==> src/rtl/demsel_pkg.sv <==
package demsel_pkg;

  localparam int MODE_W     = 3;
  localparam int MODE_COUNT = 5;

  typedef enum logic [MODE_W-1:0] {
    MODE_OFF  = 3'd0,
    MODE_44K1 = 3'd1,
    MODE_48K  = 3'd2,
    MODE_32K  = 3'd3,
    MODE_96K  = 3'd4
  } demMode_e;

  // Strobes from control to datapath
  typedef struct packed {
    logic sampleStb;
    logic bypass;
  } pathCtl_t;

  // Automatic table: channel-status frequency code
  function automatic demMode_e autoDecode(input logic [3:0] fs);
    case (fs)
      4'b0000: autoDecode = MODE_44K1;
      4'b0010: autoDecode = MODE_48K;
      4'b0011: autoDecode = MODE_32K;
      4'b1010: autoDecode = MODE_96K;
      default: autoDecode = MODE_OFF;
    endcase
  endfunction

  // Manual table: {frequency bit, mode bits}
  function automatic demMode_e manualDecode(input logic [2:0] sel);
    case (sel)
      3'b000:  manualDecode = MODE_44K1;
      3'b010:  manualDecode = MODE_48K;
      3'b011:  manualDecode = MODE_32K;
      3'b110:  manualDecode = MODE_96K;
      default: manualDecode = MODE_OFF;
    endcase
  endfunction

endpackage

==> src/rtl/demsel_ctrl.sv <==
module demsel_ctrl
  import demsel_pkg::*;
(
  input  logic                  clk,
  input  logic                  rstN,
  input  logic                  parallelStrap,
  input  logic                  cfgSelWr,
  input  logic                  cfgAutoSel,
  input  logic                  cfgManWr,
  input  logic                  cfgFreqBit,
  input  logic [1:0]            cfgDemBits,
  input  logic                  pemFlag,
  input  logic [3:0]            fsCode,
  input  logic                  sampleValid,
  output pathCtl_t              pathCtl,
  output logic [MODE_W-1:0]     modeCode,
  output logic [MODE_COUNT-1:0] modeOneHot,
  output logic                  bypass
);

  logic     autoSelQ;
  logic     freqBitQ;
  logic [1:0] demBitsQ;
  demMode_e modeQ;
  demMode_e nextMode;
  logic     useAuto;

  // Configuration bits; R4 reset values
  always_ff @(posedge clk or negedge rstN) begin
    if (!rstN) begin
      autoSelQ <= 1'b1;
      freqBitQ <= 1'b0;
      demBitsQ <= 2'b01;
    end else begin
      if (cfgSelWr) autoSelQ <= cfgAutoSel;
      if (cfgManWr) begin
        freqBitQ <= cfgFreqBit;
        demBitsQ <= cfgDemBits;
      end
    end
  end

  // Table selection and decode
  always_comb begin
    useAuto = parallelStrap | autoSelQ;
    if (!pemFlag)     nextMode = MODE_OFF;
    else if (useAuto) nextMode = autoDecode(fsCode);
    else              nextMode = manualDecode({freqBitQ, demBitsQ});
  end

  // Mode updates only on a sample strobe
  always_ff @(posedge clk or negedge rstN) begin
    if (!rstN)            modeQ <= MODE_OFF;
    else if (sampleValid) modeQ <= nextMode;
  end

  assign pathCtl.sampleStb = sampleValid;
  assign pathCtl.bypass    = (nextMode == MODE_OFF);

  assign modeCode = modeQ;
  assign bypass   = (modeQ == MODE_OFF);

  for (genvar i = 0; i < MODE_COUNT; i++) begin : g_oneHot
    assign modeOneHot[i] = (modeQ == demMode_e'(i));
  end

endmodule

==> src/rtl/demsel_path.sv <==
module demsel_path
  import demsel_pkg::*;
#(
  parameter int DATA_W = 24
) (
  input  logic              clk,
  input  logic              rstN,
  input  pathCtl_t          pathCtl,
  input  logic [DATA_W-1:0] audioIn,
  output logic [DATA_W-1:0] audioOut,
  output logic              audioValid
);

  logic [DATA_W-1:0] audioQ;
  logic [DATA_W-1:0] filtered;
  logic              validQ;

  // Filter stage stand-in: identity, same latency as bypass
  function automatic logic [DATA_W-1:0] filterStage(input logic [DATA_W-1:0] x);
    filterStage = x;
  endfunction

  assign filtered = filterStage(audioIn);

  always_ff @(posedge clk or negedge rstN) begin
    if (!rstN) begin
      audioQ <= '0;
      validQ <= 1'b0;
    end else begin
      validQ <= pathCtl.sampleStb;
      if (pathCtl.sampleStb)
        audioQ <= pathCtl.bypass ? audioIn : filtered;
    end
  end

  assign audioOut   = audioQ;
  assign audioValid = validQ;

endmodule

==> src/rtl/deemph_mode_sel.sv <==
module deemph_mode_sel
  import demsel_pkg::*;
#(
  parameter int DATA_W = 24
) (
  input  logic                  clk,
  input  logic                  rstN,
  input  logic                  parallelStrap,
  input  logic                  cfgSelWr,
  input  logic                  cfgAutoSel,
  input  logic                  cfgManWr,
  input  logic                  cfgFreqBit,
  input  logic [1:0]            cfgDemBits,
  input  logic                  pemFlag,
  input  logic [3:0]            fsCode,
  input  logic                  sampleValid,
  input  logic [DATA_W-1:0]     audioIn,
  output logic [MODE_W-1:0]     modeCode,
  output logic [MODE_COUNT-1:0] modeOneHot,
  output logic                  bypass,
  output logic [DATA_W-1:0]     audioOut,
  output logic                  audioValid
);

  pathCtl_t pathCtl;

  demsel_ctrl u_ctrl (
    .clk(clk), .rstN(rstN), .parallelStrap(parallelStrap),
    .cfgSelWr(cfgSelWr), .cfgAutoSel(cfgAutoSel),
    .cfgManWr(cfgManWr), .cfgFreqBit(cfgFreqBit), .cfgDemBits(cfgDemBits),
    .pemFlag(pemFlag), .fsCode(fsCode), .sampleValid(sampleValid),
    .pathCtl(pathCtl), .modeCode(modeCode), .modeOneHot(modeOneHot),
    .bypass(bypass)
  );

  demsel_path #(.DATA_W(DATA_W)) u_path (
    .clk(clk), .rstN(rstN), .pathCtl(pathCtl), .audioIn(audioIn),
    .audioOut(audioOut), .audioValid(audioValid)
  );

endmodule

==> config.mk <==
export PLATFORM = sky130hd
export DESIGN_NAME = deemph_mode_sel
export DESIGN_NICKNAME = d
export VERILOG_FILES = /design/src/rtl/demsel_pkg.sv /design/src/rtl/demsel_ctrl.sv /design/src/rtl/demsel_path.sv /design/src/rtl/deemph_mode_sel.sv
export SDC_FILE = /design/constraint.sdc
export NUM_CORES = 1
export LEC_CHECK = 0
export ABC_AREA = 1
export ABC_CLOCK_PERIOD_IN_PS = 1000
export BUFFER_PORTS_ARGS = -buffer_cell sky130_fd_sc_hd__clkbuf_2
export CORE_MARGIN = 2
export CORE_UTILIZATION = 35
export DETAILED_ROUTE_END_ITERATION = 7
export GPL_ROUTABILITY_DRIVEN = 0
export PLACE_DENSITY = 0.66
export SYNTH_ARGS = -nofsm -noshare
export SYNTH_HDL_FRONTEND = slang
export SYNTH_HIERARCHICAL = 1
export SYNTH_SLANG_ARGS = --single-unit
==> constraint.sdc <==
create_clock -name clk -period 1 [get_ports clk]
set_clock_uncertainty 0.1 [all_clocks]
set_input_delay 0.15 -clock clk [delete_from_list [all_inputs] [get_ports clk]]
set_output_delay 0.15 -clock clk [all_outputs]
set_load 0.01 [all_outputs]
* Word level (Yosys, flattened, before mapping) *
Cells that the tools add are included.

operators by class
  reduce and logical (&&, ||, !) cells = 3
  muxes and demuxes = 4
  equality and inequality tests = 10
  bitwise gates (word level) = 1

operators with widths
  cell                                                  number
  one-hot mux 3 bit (4 select lines)                    2
  equality test 3 x 2 -> 1 bit (second input constant)  4
  equality test 4 x 2 -> 1 bit (second input constant)  2
  equality test 3 bit (second input constant)           2
  zero test 3 bit                                       2
  2-to-1 mux 3 bit                                      2
  equality test 4 bit (second input constant)           1
  zero test 4 bit                                       1
  equality test 3 x 1 -> 1 bit (second input constant)  1
  OR 1 bit                                              1

word-level totals
  word-level logic and storage cells = 24
  register bits after elaboration = 32
  bits of input ports = 39
  output and inout bits = 34

* Depth between registers and ports, before layout *
Gate-level depths: netlist of the first run.

  word-level depth = 4
  depth in mapped cells = 6
  gate-level depth less buffers = 6

* Cells and area by module *
The synthesis of the first run kept the hierarchy.

modules (own cells, without submodules)
  module       sequential area each (um2)  area an instance (um2)  instances  cells an instance
  demsel_path  625.6                       999.7                   1          103
  demsel_ctrl  177.7                       465.4                   1          61

* Worst setup path before layout of the first run *
OpenSTA, ideal clock, no wires.

  kind = register to output
  start point = register u_ctrl.modeQ[2] (netlist: u_ctrl/modeCode[2])
  end point = output modeOneHot[0]
  cell stages (with the launch flop) = 3
  setup slack = -0.277 ns
  data required time = 0.750 ns
  path buffers = 1
  arrival time = 1.027 ns
  cell sequence = dfrtp_1 nor3_1 buf_4

between the ends
  cells in the longest elaborated chain, start to end = 1

RTL lines
  what                    line                   source
  from (decl)             demsel_ctrl.sv:24      demMode_e modeQ;
  from (signal assigned)  demsel_ctrl.sv:54      else if (sampleValid) modeQ <= nextMode;
  zero test 3 bit         --
  to (decl)               deemph_mode_sel.sv:19  output logic [MODE_COUNT-1:0] modeOneHot,

Every way passes these cells.

* Worst setup path in the final report of the first run *
  start point = register u_ctrl.modeQ[2] (netlist: u_ctrl/modeCode[2])
  end point = output modeOneHot[2]

between the ends
  cells in the longest elaborated chain, start to end = 1

RTL lines
  what                          line               source
  equality test 3 x 2 -> 1 bit  demsel_ctrl.sv:64  assign modeOneHot[i] = (modeQ == demMode_e'(i));

Every way passes these cells.

==> flow_summary.json, run 1 <==
{
  "fill_cells": 356,
  "worst_pin_slew_ns": 0.2215,
  "status": "complete, but fails checks",
  "rsz0062_at_grt": "true",
  "cap_violations": 0,
  "final_nets": 327,
  "vias_per_cell": 4.239,
  "grt_overflow": 0,
  "clkSlewWorstSetupHoldPaths_ns": 0.06,
  "post-route-min-period_ns": 1.320,
  "dp_cells": 285,
  "crit_type": "flop to output port",
  "worstPathArrival_ns": 1.07,
  "combPwrFrac": 0.216,
  "grt_usage": 0.1594,
  "holdPathStages": 2,
  "start_util": 0.3632,
  "drt_wl_total_mm": 3.722,
  "cts-root-buf": "clkbuf_8",
  "detail_route.wl_per_cell_um": 10.98,
  "setup-violations-final": 37,
  "rows": 23,
  "route.detailed.drc": 0,
  "slew_headroom": 0.8524,
  "p_int_uw": 2715,
  "clockPowerShare": 0.366,
  "die_area_um2": 4682,
  "tns_ns": -3.694,
  "drt_iter0_markers": 19,
  "numCtsBuffers": 5,
  "grt_pass1_wl_mm": 5.513,
  "violations": "setup timing",
  "netlist_area_um2": 1453,
  "hp-class": "input pin to flop",
  "hold_end": "u_ctrl/autoSelQ",
  "crit_fanout": 6,
  "cts_tree": "done",
  "drt-pass1-iter-count": 4,
  "ys_warn_count": 6,
  "hold_violations": 0,
  "netSwitchingFraction": 0.2439,
  "r2r_cells": 6,
  "hpwlAfterDp_mm": 2.338,
  "worstReg2RegEnd": "u_ctrl/modeCode[1]",
  "n_antenna_cell": 0,
  "p_per_area_nw_per_um2": 1447,
  "area.growth.synth_to_final_pct": 70.89,
  "final_cells": 339,
  "syn_avg_cell_area_um2": 9.023,
  "antenna_found_initial": 0,
  "cts_buffer_depth": 2,
  "fmax_mhz": 757.6,
  "cp_data_required_time_ns": 0.75,
  "utilization": 0.6206,
  "power_leakage_uw": 0.001374,
  "p_sw_uw": 875.9,
  "postSynthCellCount": 161,
  "finalMaxSlewViolations": 0,
  "dieWidth_um": 68.43,
  "vias": 1437,
  "grt_max_degree": 25,
  "pin_count": 73,
  "critPathCaptureType": "output port",
  "htreeDepth": 2,
  "first_global_vias": 1337,
  "insertion_delay_ns": 0.27,
  "hp-start": "cfgAutoSel",
  "period_share": 1.320,
  "r2r-start": "u_ctrl/autoSelQ",
  "p_seq_frac": 0.418,
  "core_area_um2": 4000,
  "setup_slack_ns": -0.3200,
  "dieHeight_um": 68.43,
  "start_kind": "flop",
  "cts_sinks": 32,
  "ant_nets": 0,
  "r2r_slack_ns": -0.13,
  "synth_fp_nets": 200,
  "drive_above_1_share": 0.4879,
  "ir_drop_mv": 0.9830,
  "port_buffers": 72
}
[routing by layer]
layer	GRT usage	vias up	routed length, µm
met4	0.05250	0	18
met1	0.1721	645	1448
met3	0.04441	2	213
met2	0.2957	45	2041
li1	-	745	-
met5	0	-	0
[stage by stage]
step                      hold WS, ns  power [µW]  worst slack, ns  area (µm²)
final                         0.01948        3591          -0.3200        2482
after global routing          0.01439        3787          -0.3740        2482
after CTS                     0.01022        3580          -0.3533        2399
after detailed placement      0.02502        2083          -0.1162        1889
after global placement        0.02246        2071          -0.1024        1889
after floorplan               -0.2456        1823         -0.08923        1485
[repair_timing]
action                                  4_1_cts  5_1_grt
cloned                                        0        0
hold buffers                                 29        0
endpoints found under the setup margin       38       38
pin swaps                                     1        0
buffers inserted                             11        6
endpoints found under the hold margin        59        0
gates resized for setup                       6       18
[final cells by class]
| class | instances | area (µm²) | share of cell area |
|---|---|---|---|
| Timing Repair Buffer | 127 | 884.6 | 0.3564 |
| Clock inverter | 1 | 30.03 | 0.01210 |
| Multi-Input combinational cell | 112 | 556.8 | 0.2243 |
| Clock buffer | 7 | 96.34 | 0.03881 |
| Sequential cell | 32 | 807.0 | 0.3251 |
| Inverter | 10 | 45.04 | 0.01815 |
| Tap cell | 50 | 62.56 | 0.02520 |
[worst max path at each step]
stage,from,endpoint,cells after the start
final,u_ctrl/modeCode[2],modeOneHot[2],2
after global routing,u_ctrl/modeCode[0],modeOneHot[0],2
after CTS,u_ctrl/modeCode[0],modeOneHot[0],2
after detailed placement,u_ctrl/autoSelQ,u_ctrl/modeCode[1],6
after global placement,u_ctrl/autoSelQ,u_ctrl/modeCode[1],6
after floorplan,u_ctrl/modeCode[0],modeOneHot[0],2
[placed cells by master, fill, tap and decap left out, drive strengths merged]
master / n
nand2: 88
clkbuf: 68
buf: 37
dfrtp: 30
dlygate4sd3: 29
inv: 10
nand3: 7
nor2: 5
o21ai: 4
nor3: 4
mux2: 2
dfstp: 2
bufinv: 1
a21boi: 1
nand4: 1
[state kept, by name, summed over array words and instances, names as in the netlist]
register	cells
u_path/audioOut	24
u_ctrl/modeCode	3
u_ctrl/demBitsQ	2
u_ctrl/autoSelQ	1
u_ctrl/freqBitQ	1
u_path/audioValid	1
[power groups by stage]
stage | clock network (µW) | logic (µW) | registers, µW
floorplan | 0 | 259 | 1560
global placement | 0 | 553 | 1520
detailed placement | 0 | 562 | 1520
CTS | 1370 | 717 | 1500
global route | 1410 | 864 | 1510
finish | 1320 | 775 | 1500
[critical path, cell delays in order, from the launching register on]
cell and delay, ns:
dfrtp_2 0.47, nor3_2 0.19, buf_2 0.15
Note: power is estimated with default switching activity, not from simulation.
==> run 2: changes to the inputs <==
==> constraint.sdc (replaced) <==
create_clock -name clk -period 1 [get_ports clk]
set_clock_uncertainty 0.1 [all_clocks]
set_input_delay 0.15 -clock clk [delete_from_list [all_inputs] [get_ports clk]]
set_output_delay 0.15 -clock clk [all_outputs]
set_load 0.1 [all_outputs]
==> run 2 against run 1 <==
Against the previous run:
- the flow finishes with violations (hold timing, setup timing)
- die area is the same
- clock power fell by 22%
- cell count fell by 1.2%
- critical path type unchanged
- critical endpoint is now modeOneHot[0]
- largest power group is now combinational logic
==> flow_summary.json, run 2 (same netlist as run 1, synthesis figures left out) <==
{
  "status": "complete, but fails checks",
  "violations": "hold timing, setup timing",
  "drt_iter0_markers": 37,
  "r2r_cells": 5,
  "port_buffers": 72,
  "crit_fanout": 6,
  "cts_buffer_depth": 2,
  "combPwrFrac": 0.438,
  "p_sw_uw": 1800,
  "largest_reg_flops": 24,
  "setup_slack_ns": -0.5359,
  "worstPathArrival_ns": 1.29,
  "holdPathStages": 2,
  "p_seq_frac": 0.339,
  "detail_route.wl_per_cell_um": 11.90,
  "final_cell_mix": "nand2_1 (75), clkbuf_2 (38), buf_12 (35), dlygate4sd3_1 (26), dfrtp_2 (25)",
  "worst_pin_slew_ns": 0.2572,
  "critPathCaptureType": "output port",
  "numCtsBuffers": 5,
  "first_global_vias": 1504,
  "grt_pass1_wl_mm": 6.610,
  "n_antenna_cell": 0,
  "cts_tree": "done",
  "cts_sinks": 32,
  "rows": 23,
  "vias": 1462,
  "cts-root-buf": "clkbuf_8",
  "dp_cells": 284,
  "hpwlAfterDp_mm": 2.655,
  "drt-pass1-iter-count": 4,
  "grt_max_degree": 33,
  "pin_count": 73,
  "vias_per_cell": 4.364,
  "core_area_um2": 4000,
  "clockPowerShare": 0.223,
  "cap_violations": 0,
  "crit_type": "flop to output port",
  "fmax_mhz": 651.1,
  "ant_nets": 0,
  "drive_above_1_share": 0.5895,
  "post-route-min-period_ns": 1.536,
  "cp_data_required_time_ns": 0.75,
  "start_kind": "flop",
  "grt_usage": 0.1955,
  "p_per_area_nw_per_um2": 1546,
  "holdWs_ns": -0.004544,
  "dieWidth_um": 68.43,
  "slew_headroom": 0.8280,
  "period_share": 1.536,
  "start_util": 0.3632,
  "grt_overflow": 0,
  "netSwitchingFraction": 0.3874,
  "ir_drop_mv": 1.138,
  "p_int_uw": 2846,
  "dieHeight_um": 68.43,
  "antenna_found_initial": 0,
  "die_area_um2": 4682,
  "insertion_delay_ns": 0.26,
  "power_leakage_uw": 0.001476,
  "finalMaxSlewViolations": 0,
  "hold_violations": 1,
  "final_nets": 324,
  "setup-violations-final": 37,
  "fill_cells": 274,
  "drt_wl_total_mm": 3.985,
  "layout_commonest_cell": "nand2_1",
  "rsz0062_at_grt": "true",
  "tns_ns": -7.592,
  "clkSlewWorstSetupHoldPaths_ns": 0.06,
  "hp-class": "input pin to flop",
  "final_cells": 335,
  "area.growth.synth_to_final_pct": 106.9,
  "route.detailed.drc": 0,
  "htreeDepth": 2
}
-- run 2: worst paths after layout --
check,slack [ns],startpoint,to
min in group asynchronous,0.28,rstN,u_path/audioOut[2]
max,-0.54,u_ctrl/modeCode[2],modeOneHot[0]
max in group asynchronous,0.27,rstN,u_ctrl/autoSelQ
min,-0.005,cfgManWr,u_ctrl/demBitsQ[0]
max reg2reg,-0.16,u_ctrl/modeCode[0],u_ctrl/modeCode[0]
min reg2reg,0.40,u_ctrl/demBitsQ[0],u_ctrl/demBitsQ[0]
-- run 2: power groups by stage --
stage	clock [µW]	sequential (µW)	combinational (µW)
after floorplan	0	2270	449
after global placement	0	1590	1820
after detailed placement	0	1600	1840
after CTS	1060	1580	2000
after global routing	1130	1590	2130
final	1030	1580	2040
-- run 2: metal layers --
metal  routed length (µm)  share of wire  track usage
met2                 2279           0.57       0.3618
met5                    0              0            0
met1                 1460           0.37       0.2053
met3                  165          0.041      0.06250
met4                   80          0.020      0.06750
-- run 2: metrics by stage --
stage	worst slack, ns	cell area, µm²	hold slack, ns	utilization	total power [µW]
after floorplan	-1.066	1565	-0.2456	-	2716
after global placement	-0.2412	2476	0.02029	0.6190	3419
after detailed placement	-0.2538	2476	0.02215	0.6190	3442
after CTS	-0.5408	2942	0.005513	0.7354	4632
after global routing	-0.5903	3005	0.003808	0.7513	4852
final	-0.5359	3005	-0.004544	0.7513	4646
-- run 2: repair_timing --
| action | 4_1_cts | 5_1_grt |
|---|---|---|
| setup buffers | 11 | 7 |
| gates resized for setup | 7 | 5 |
| pin swaps | 2 | 4 |
| hold endpoints to repair | 57 | 0 |
| setup endpoints to repair | 37 | 38 |
| hold buffers | 26 | 0 |
-- run 2: cell type report --
| class | count | area (µm²) | area share |
|---|---|---|---|
| Sequential cell | 32 | 845.8 | 0.2814 |
| Inverter | 10 | 47.55 | 0.01582 |
| Multi-Input combinational cell | 112 | 591.8 | 0.1969 |
| Timing Repair Buffer | 124 | 1361 | 0.4530 |
| Tap cell | 50 | 62.56 | 0.02082 |
| Clock buffer | 7 | 96.34 | 0.03206 |
-- run 2: worst max-delay path: stages (launching register included) --
cell and delay, ns:
dfrtp_4 0.56, nor3_4 0.24, buf_12 0.21
==> run 3: changes to the inputs <==
--- a/config.mk
+++ b/config.mk
@@ -13,6 +13,7 @@
 export DETAILED_ROUTE_END_ITERATION = 7
 export GPL_ROUTABILITY_DRIVEN = 0
 export PLACE_DENSITY = 0.66
+export RECOVER_POWER = 100
 export SYNTH_ARGS = -nofsm -noshare
 export SYNTH_HDL_FRONTEND = slang
 export SYNTH_HIERARCHICAL = 1
==> run 3 against run 2 <==
Against the previous run:
- the run ends with setup timing left
- cell count stayed put
- critical path type unchanged
- design area is 0.54% lower
- utilization is 0.41 points lower
- worst hold slack better by 0.0052 ns
- combinational power hardly changed
- fmax hardly changed
- sequential power hardly changed
- via count is 0.68% higher
- highest routed layer unchanged
==> flow_summary.json, run 3 (same netlist as run 1, synthesis figures left out) <==
{
  "status": "complete, but fails checks",
  "violations": "setup timing",
  "placed_cell_area_um2": 2476,
  "power_leakage_uw": 0.001464,
  "area.growth.synth_to_final_pct": 105.8,
  "grt_usage": 0.1955,
  "ir_drop_mv": 1.136,
  "drive_above_1_share": 0.5789,
  "dieHeight_um": 68.43,
  "ant_nets": 0,
  "rsz0062_at_grt": "true",
  "drt-pass1-iter-count": 4,
  "grt_max_degree": 33,
  "first_global_vias": 1504,
  "cts_buffer_depth": 2,
  "setup_slack_ns": -0.5356,
  "cts_tree": "done",
  "vias": 1472,
  "fmax_mhz": 651.2,
  "dieWidth_um": 68.43,
  "hold_violations": 0,
  "drt_iter0_markers": 33,
  "crit_type": "flop to output port",
  "cts_sinks": 32,
  "slew_headroom": 0.6686,
  "drt_wl_total_mm": 4.000,
  "start_kind": "flop",
  "multi_input_area_um2": 591.8,
  "busiest_layer": "met2",
  "worstPathArrival_ns": 1.29,
  "numCtsBuffers": 5,
  "antenna_found_initial": 0,
  "final_nets": 324,
  "grt_overflow": 0,
  "core_area_um2": 4000,
  "crit_fanout": 6,
  "final_area_um2": 2989,
  "port_buffers": 72,
  "layout_commonest_cell": "nand2_1",
  "met2_usage": 0.3618,
  "n_antenna_cell": 0,
  "clkSlewWorstSetupHoldPaths_ns": 0.06,
  "pin_count": 73,
  "grt_pass1_wl_mm": 6.610,
  "start_util": 0.3632,
  "critPathCaptureType": "output port",
  "worst_pin_slew_ns": 0.4972,
  "holdWs_ns": 0.0006991,
  "p_per_area_nw_per_um2": 1549,
  "htreeDepth": 2,
  "cap_violations": 0,
  "rows": 23,
  "setup-violations-final": 37,
  "finalMaxSlewViolations": 0,
  "cp_data_required_time_ns": 0.75,
  "vias_per_cell": 4.394,
  "period_share": 1.536,
  "largest_reg_flops": 24,
  "regArea_um2": 845.8,
  "detail_route.wl_per_cell_um": 11.94,
  "insertion_delay_ns": 0.26,
  "met3_usage": 0.06250,
  "route.detailed.drc": 0,
  "die_area_um2": 4682,
  "post-route-min-period_ns": 1.536,
  "grtUsageMet1": 0.2053,
  "fill_cells": 277,
  "cts-root-buf": "clkbuf_8",
  "final_cell_mix": "nand2_1 (75), clkbuf_2 (38), buf_12 (34), dlygate4sd3_1 (26), dfrtp_2 (25)",
  "hp-class": "input pin to flop",
  "hpwlAfterDp_mm": 2.655
}
## run 3: changes by cell type in the layout (fill, tap and decap cells not counted)
cell      before  now
buf_4         19    8
buf_12        35   34
clkbuf_4       0   11
dfstp_1        0    2
clkbuf_1       0    1
dfstp_2        2    0
## run 3: path summary, 6_finish.rpt
check                               startpoint                  end  slack (ns)  cells after the start
max                         u_ctrl/modeCode[2]        modeOneHot[0]       -0.54                      2
min                                   cfgManWr   u_ctrl/demBitsQ[0]      0.0007                      2
max reg2reg                    u_ctrl/autoSelQ   u_ctrl/modeCode[1]       -0.20                      6
min reg2reg                u_path/audioOut[19]  u_path/audioOut[19]        0.41                      2
max in group asynchronous                 rstN      u_ctrl/autoSelQ        0.08                      3
min in group asynchronous                 rstN   u_path/audioOut[2]        0.38                      3
## run 3: per-stage QoR
stage	worst slack, ns	cells	power, µW	setup TNS, ns	util
floorplan	-1.066	161	2716	-5.344	-
global placement	-0.2412	284	3419	-1.788	0.6190
detailed placement	-0.2538	284	3442	-1.924	0.6190
CTS	-0.5408	328	4632	-7.845	0.7354
global route	-0.5903	335	4835	-9.178	0.7473
finish	-0.5356	335	4629	-7.670	0.7473
## run 3: report_power, final
| group | internal, µW | leakage, µW | switching (µW) | total, µW |
|---|---|---|---|---|
| Sequential | 1430 | 0.000355 | 137 | 1570 |
| Combinational | 786 | 0.00106 | 1240 | 2020 |
| Clock | 612 | 0.0000503 | 421 | 1030 |
## run 3: metal layers
metal	vias to the layer above	routed length [µm]
li1	739	-
met1	684	1463
met2	41	2288
met3	8	167
met4	0	80
met5	-	0
## run 3: repair_timing
item | CTS | global route
endpoints found under the setup margin | 37 | 38
endpoints found under the hold margin | 57 | 0
pin swaps | 2 | 4
setup buffers | 11 | 7
hold buffers | 26 | 0
cloned | 0 | 0
resized for setup | 7 | 5
## run 3: area by class of cell
cell class | count | area share
Sequential cell | 32 | 0.2830
Tap cell | 50 | 0.02093
Inverter | 10 | 0.01591
Timing Repair Buffer | 124 | 0.4500
Clock buffer | 7 | 0.03223
Multi-Input combinational cell | 112 | 0.1980
## run 3: critical path: stages (launching register included)
cell and delay, ns:
dfrtp_4 0.56, nor3_4 0.24, buf_12 0.21
